===== src/rtl/nda_pkg.sv =====
package nda_pkg;
  localparam int NIB_W     = 4;
  localparam int DEC_LIMIT = 9;

  typedef struct packed {
    logic neg;
    logic ovf;
    logic zero;
  } nda_flags_t;
endpackage


===== src/rtl/nda_operand_cond.sv =====
module nda_operand_cond #(
  parameter int WIDTH = 8
) (
  input  logic [WIDTH-1:0] b_in,
  input  logic             invert,
  output logic [WIDTH-1:0] b_out
);
  always_comb begin
    b_out = invert ? ~b_in : b_in;
  end
endmodule


===== src/rtl/nda_nibble_add.sv =====
module nda_nibble_add
  import nda_pkg::*;
#(
  parameter int NW    = NIB_W,
  parameter int LIMIT = DEC_LIMIT
) (
  input  logic [NW-1:0] a,
  input  logic [NW-1:0] b,
  input  logic          cin,
  input  logic          use_dec,
  output logic [NW-1:0] sum,
  output logic          cout
);
  logic [NW:0] wide;
  logic        bin_c;
  logic        dec_c;

  always_comb begin
    wide  = {1'b0, a} + {1'b0, b} + {{NW{1'b0}}, cin};
    bin_c = wide[NW];
    dec_c = (wide > (NW+1)'(LIMIT));
    sum   = wide[NW-1:0];
    cout  = use_dec ? dec_c : bin_c;
  end
endmodule


===== src/rtl/nda_flag_unit.sv =====
module nda_flag_unit
  import nda_pkg::*;
#(
  parameter int WIDTH = 8
) (
  input  logic [WIDTH-1:0] a,
  input  logic [WIDTH-1:0] b_eff,
  input  logic             cin,
  input  logic [WIDTH-1:0] raw,
  output nda_flags_t       flags
);
  logic [WIDTH-1:0] bin_sum;

  always_comb begin
    bin_sum    = a + b_eff + WIDTH'(cin);
    flags.neg  = raw[WIDTH-1];
    flags.zero = (bin_sum == '0);
    flags.ovf  = (a[WIDTH-1] == b_eff[WIDTH-1]) && (bin_sum[WIDTH-1] != a[WIDTH-1]);
  end
endmodule


===== src/rtl/nibble_dec_alu.sv =====
module nibble_dec_alu
  import nda_pkg::*;
#(
  parameter int WIDTH = 8
) (
  input  logic [WIDTH-1:0] op_a,
  input  logic [WIDTH-1:0] op_b,
  input  logic             carry_in,
  input  logic             sub_en,
  input  logic             dec_en,
  output logic [WIDTH-1:0] sum_raw,
  output logic             half_carry,
  output logic             carry_out,
  output logic             flag_n,
  output logic             flag_v,
  output logic             flag_z
);
  localparam int NIBS = WIDTH / NIB_W;

  logic [WIDTH-1:0] b_eff;
  logic [NIBS:0]    chain;
  logic             dec_add;
  nda_flags_t       flags;

  assign dec_add  = dec_en & ~sub_en;
  assign chain[0] = carry_in;

  nda_operand_cond #(.WIDTH(WIDTH)) i_cond (
    .b_in   (op_b),
    .invert (sub_en),
    .b_out  (b_eff)
  );

  for (genvar g = 0; g < NIBS; g++) begin : g_nib
    nda_nibble_add #(.NW(NIB_W), .LIMIT(DEC_LIMIT)) i_nib (
      .a       (op_a[g*NIB_W +: NIB_W]),
      .b       (b_eff[g*NIB_W +: NIB_W]),
      .cin     (chain[g]),
      .use_dec (dec_add),
      .sum     (sum_raw[g*NIB_W +: NIB_W]),
      .cout    (chain[g+1])
    );
  end

  assign half_carry = chain[1];
  assign carry_out  = chain[NIBS];

  nda_flag_unit #(.WIDTH(WIDTH)) i_flags (
    .a     (op_a),
    .b_eff (b_eff),
    .cin   (carry_in),
    .raw   (sum_raw),
    .flags (flags)
  );

  assign flag_n = flags.neg;
  assign flag_v = flags.ovf;
  assign flag_z = flags.zero;
endmodule


===== config.mk =====
export PLATFORM = sky130hd
export DESIGN_NAME = nibble_dec_alu
export DESIGN_NICKNAME = d
export VERILOG_FILES = /design/src/rtl/nda_pkg.sv /design/src/rtl/nda_operand_cond.sv /design/src/rtl/nda_nibble_add.sv /design/src/rtl/nda_flag_unit.sv /design/src/rtl/nibble_dec_alu.sv
export SDC_FILE = /design/constraint.sdc
export NUM_CORES = 1
export LEC_CHECK = 0
export BUFFER_PORTS_ARGS = -buffer_cell sky130_fd_sc_hd__buf_2
export CAP_MARGIN = 20
export CORE_UTILIZATION = 55
export DETAILED_ROUTE_END_ITERATION = 8
export GPL_TIMING_DRIVEN = 0
export PLACE_DENSITY = 0.9
export SLEW_MARGIN = 10
export SYNTH_ARGS = -nofsm -noshare
export SYNTH_HDL_FRONTEND = slang
export SYNTH_HIERARCHICAL = 1
export SYNTH_SLANG_ARGS = --single-unit

===== constraint.sdc =====
create_clock -name vclk -period 6
set_input_delay 0.3 -clock vclk [all_inputs]
set_output_delay 0.3 -clock vclk [all_outputs]
set_load 0.005 [all_outputs]

# Yosys cells after proc, flatten, opt, wreduce, memory -nomap -nowiden
# Index checks and enable logic that the tools add are counted.
dict set report totals {
  reg_bits 0
  latchBits 0
  ramBits 0
  rom_bits 0
  inputBits 19
  out_inout_bits 13
  word_cells 18
  memories 0
}
dict set report classes {
  add_sub_neg 6
  multipliers 0
  div_mod_pow 0
  magnitude_cmp 2
  n_eq_ne 2
  shifts 0
  muxes 3
  bitwise_logic 3
  reduce_logical 2
}
# operator n
set op_table {}
lappend op_table {{$add 4x4->5} 2}
lappend op_table {{$add 5x1->5} 2}
lappend op_table {{$gt 5x4->1 const B} 2}
lappend op_table {{$add 8x1->8} 1}
lappend op_table {{$add 8x8->8} 1}
lappend op_table {{$logic_not 8->1} 1}
lappend op_table {{$mux 8} 1}
lappend op_table {{$not 8->8} 1}
lappend op_table {{$mux 1} 2}
lappend op_table {{$and 1x1->1} 1}
lappend op_table {{$eq 1x1->1} 1}
lappend op_table {{$logic_and 1x1->1} 1}
lappend op_table {{$ne 1x1->1} 1}
lappend op_table {{$not 1->1} 1}

# Longest topological paths before layout
dict set report depth {
  depth_word 9
  mapped_depth 14
  mapped_depth_nobuf 13
}

# Hierarchy
# Netlist, hierarchy kept.
# module instances cells_per_inst area_per_inst_um2 seq_area_each_um2
set modules_own_cells {}
lappend modules_own_cells {nda_flag_unit 1 42 340.3 0.0}
lappend modules_own_cells {nda_nibble_add 2 21 163.9 0.0}
lappend modules_own_cells {nda_operand_cond 1 9 81.3 0.0}
lappend modules_own_cells {nibble_dec_alu 1 1 13.8 0.0}

# Worst setup path before layout
# No wires, ideal clock.
dict set report synth_path {
  path_kind {input -> output}
  startpoint {input port sub_en}
  endpoint {output port carry_out}
  arrival_time_ps 3295
  t_required_ps 5700
  setup_slack_ps 2405
  path_stages 14
  path_buffers 1
  path_cell_list {buf_6 > xor2_1 > fa_1 > inv_1 > fa_1 > inv_1 > o21ai_0 > o311ai_1 > fa_1 > inv_1 > fa_1 > xnor2_1 > o21ai_0 > o311ai_1}
}
dict set report synth_via {
  elab_chain_cells 8
  word_cells_on_any_way 11
  cone_classes {4 x add/sub; 2 x order compare; 3 x mux; 2 x bitwise}
}
# element line
set synth_rtl {}
lappend synth_rtl {{start: declaration} nibble_dec_alu.sv:9} ;# input logic sub_en,
lappend synth_rtl {{$mux 8} nda_operand_cond.sv:9} ;# b_out = invert ? ~b_in : b_in;
lappend synth_rtl {{net b_eff[0]} nibble_dec_alu.sv:20} ;# logic [WIDTH-1:0] b_eff;
lappend synth_rtl {{$add 4x4->5} nda_nibble_add.sv:19} ;# wide = {1'b0, a} + {1'b0, b} + {{NW{1'b0}}, cin};
lappend synth_rtl {{$add 5x1->5} nda_nibble_add.sv:19}
lappend synth_rtl {{net sum_raw[1]} nibble_dec_alu.sv:11} ;# output logic [WIDTH-1:0] sum_raw,
lappend synth_rtl {{$gt 5x4->1} nda_nibble_add.sv:21} ;# dec_c = (wide > (NW+1)'(LIMIT));
lappend synth_rtl {{$mux 1} nda_nibble_add.sv:23} ;# cout = use_dec ? dec_c : bin_c;
lappend synth_rtl {{net half_carry} nibble_dec_alu.sv:12} ;# output logic half_carry,
lappend synth_rtl {{$add 5x1->5} nda_nibble_add.sv:19}
lappend synth_rtl {{net sum_raw[6]} nibble_dec_alu.sv:11}
lappend synth_rtl {{$gt 5x4->1} nda_nibble_add.sv:21}
lappend synth_rtl {{$mux 1} nda_nibble_add.sv:23}
lappend synth_rtl {{end: declaration} nibble_dec_alu.sv:13} ;# output logic carry_out,
# The timed path passes the listed nets, and every way through them passes these cells.

# Worst setup path in the final report
dict set report layout_path {
  startpoint {input port sub_en}
  endpoint {output port carry_out}
}
dict set report layout_via {
  elab_chain_cells 8
  word_cells_on_any_way 11
  cone_classes {4 x add/sub; 2 x order compare; 3 x mux; 2 x bitwise}
}
# element line
set layout_rtl {}
lappend layout_rtl {{$mux 8 *} nda_operand_cond.sv:9}
lappend layout_rtl {{net b_eff[0]} nibble_dec_alu.sv:20}
lappend layout_rtl {{$add 4x4->5 *} nda_nibble_add.sv:19}
lappend layout_rtl {{$add 5x1->5 *} nda_nibble_add.sv:19}
lappend layout_rtl {{$gt 5x4->1} nda_nibble_add.sv:21}
lappend layout_rtl {{$mux 1 *} nda_nibble_add.sv:23}
lappend layout_rtl {{$add 5x1->5 *} nda_nibble_add.sv:19}
lappend layout_rtl {{$gt 5x4->1} nda_nibble_add.sv:21}
lappend layout_rtl {{$mux 1 *} nda_nibble_add.sv:23}
# Mark *: on every way through the listed nets, which the timed path passes. The rest lies on a longest branch.

==> out/qor.csv <==
stage;metric;value;unit
cells_and_area;fill_cells;114;
logic_synthesis;synth_area;763;um^2
min_path;hold_start;carry_in;
floorplan;fp.dieH;39.3;um
detailed_routing;first_pass_iters;4;
cells_and_area;antennaDiodeCount;0;
detailed_routing;totalWireLength;1620;um
sta;slew_violations;0;
setup_path;critPathSlowestCell;fa_1;
place;dpl.hpwl;1480;um
min_path;hold_class;in2out;
setup_path;critical_path.cell_chain;buf_2 -> buf_6 -> xor2_1 -> fa_1 -> inv_1 -> fa_1 -> inv_1 -> o21ai_0 -> o311ai_1 -> fa_1 -> inv_1 -> fa_1 -> xnor2_1 -> o21ai_0 -> o311ai_1 -> buf_2;
setup_path;crit_required;5.70;ns
pwr;ir_worst_vdd;0.0752;mV
cells_and_area;areaGrowthSynthToFinish;23.4;%
sta;slew_headroom;0.676;
run;max-cap-violations;0;
grt;grt_max_degree;9;
logic_synthesis;ys_types;28;
detailed_routing;vias;759;
sta;min_period;3.99;ns
detailed_routing;dr.first_iter.drc_count;5;
floorplan;ios;32;
detailed_routing;drc;0;
detailed_routing;wire_per_inst;11.5;um
pwr;p_int;64.4;uW
logic_synthesis;yosysSeqAreaShare;0;
sta;postLayoutSetupSlackWorst;2.01;ns
detailed_routing;ant_nets;0;
sta;grt_setup_unrepaired;no;
logic_synthesis;synth.avg_cell_area;8.12;um^2
sta;tns;0;ns
grt;grt_pass1_wl;2450;um
pwr;switchingPower;69.2;uW
run_status;status;complete, no violations;
setup_path;setup.worst_path.start;sub_en;
cells_and_area;seqCellArea;0;um^2
grt;grt-ovfl-total;0;
place;dp_slack;2.06;ns
grt;antenna_found_initial;0;
logic_synthesis;syn_nets;131;
setup_path;max_stage_delay;0.43;ns
setup_path;crit_path_max_fanout;8;
cells_and_area;nNetsFinal;165;
pwr;netSwitchingFraction;0.518;
floorplan;row_count;13;
sta;period_share;0.665;
setup_path;cp_common_cell;fa_1;
cells_and_area;seq_cell_count;0;
cells_and_area;drive_gt1_frac;0.310;
cells_and_area;clkbuf_count;0;
logic_synthesis;synth_top_cell_area_share;0.197;
pwr;power_frac_comb;1.000;
pwr;powerDensity;142;nW/um^2
sta;setup_violations;0;
pwr;p_clk_frac;0;
floorplan;coreArea;1300;um^2
place;port_buffers;32;
detailed_routing;via_per_inst;5.38;
grt;first_global_vias;616;
setup_path;start_kind;primary input;
setup_path;path_buf_inv;6;
sta;hold_viol;0;
sta;worst_pin_slew;0.480;ns
clock_tree;cts_resized;0;
logic_synthesis;synth_area_leaders;ha_1, fa_1, xor2_1, inv_1, a21oi_1;
floorplan;die_w;39.3;um
clock_tree;cts_hold_buf;0;
logic_synthesis;ys_warn_count;6;
grt;grt_usage;0.228;
floorplan;start_util;0.587;
setup_path;cp_top_family;adder cells;
setup_path;critical_path_class;in2out;
setup_path;end_kind;primary output;
sta;max_freq;251;MHz
clock_tree;postCtsSetupRepairBufs;0;
logic_synthesis;yosysTopAreaCell;ha_1;
setup_path;crit_arrival;3.69;ns
sta;finalHoldWorstSlack;0.932;ns
pwr;seq_power_share;0;
place;gp_congestion;0.803;
floorplan;design.die.area;1540;um^2
pwr;p_leak;0.000524;uW
logic_synthesis;synthCells;94;
-- power by group through the flow --
stage,Clock (uW),Combinational (uW),Sequential [uW]
final,0,134,0
after CTS,0,133,0
after global routing,0,150,0
after detailed placement,0,133,0
after global placement,0,127,0
after floorplan,0,89.8,0
-- path summary, 6_finish.rpt --
check,to,depth (start not counted)
setup / recovery,carry_out,16
hold / removal,sum_raw[0],3
-- cell families (layout without fill, tap and decap cells) --
| logic type | count (synthesis) | after routing | share of synthesized area |
|---|---|---|---|
| buffers and inverters | 19 | 51 | 0.108 |
| adder cells (fa/ha/maj) | 18 | 18 | 0.354 |
| AO/OA/AOI/OAI | 24 | 24 | 0.205 |
| XOR/XNOR | 14 | 14 | 0.161 |
| multiplexers | 2 | 2 | 0.0262 |
| AND/OR/NAND/NOR | 17 | 17 | 0.146 |
-- cells in the mapped netlist, drive strengths merged (2+ instances only) --
master	instances
nand3	2
xor2	11
fa	6
buf	2
o311ai	3
mux2i	2
a21o	3
and3	2
or2	2
nand2	2
nor2	3
inv	17
ha	12
xnor2	3
nor2b	4
a21oi	7
o21ai	7
-- final cells by class --
class,instances,area (um^2),area share
repair buffers,32,160,0.170
well taps,15,18.8,0.0199
multi-input cells,75,681,0.722
plain buffers,2,18.8,0.0199
inverters,17,63.8,0.0677
-- per-stage QoR --
| stage | power [uW] | cell area, um^2 | instances | util |
|---|---|---|---|---|
| 3_3_place_gp | 127 | 942 | 141 | 0.724 |
| 2_1_floorplan | 89.8 | 763 | 94 | - |
| 3_5_place_dp | 133 | 942 | 141 | 0.724 |
| 6_report | 134 | 942 | 141 | 0.724 |
| 5_1_grt | 150 | 942 | 141 | 0.724 |
| 4_1_cts | 133 | 942 | 141 | 0.724 |
-- per-layer routing --
| metal | GRT usage | vias up | part of all wire |
|---|---|---|---|
| met5 | 0 | - | 0 |
| li1 | - | 387 | - |
| met4 | 0.0345 | 0 | 0.013 |
| met2 | 0.442 | 14 | 0.53 |
| met3 | 0 | 2 | 0.011 |
| met1 | 0.283 | 356 | 0.45 |
-- layout by cell type, fill, tap and decap left out, drive strengths merged, types with 4 or more instances in the layout --
cell	instances
a21oi	7
buf	34
fa	6
ha	12
inv	17
nor2b	4
o21ai	7
xor2	11
Power figures use the tool's default switching activity.
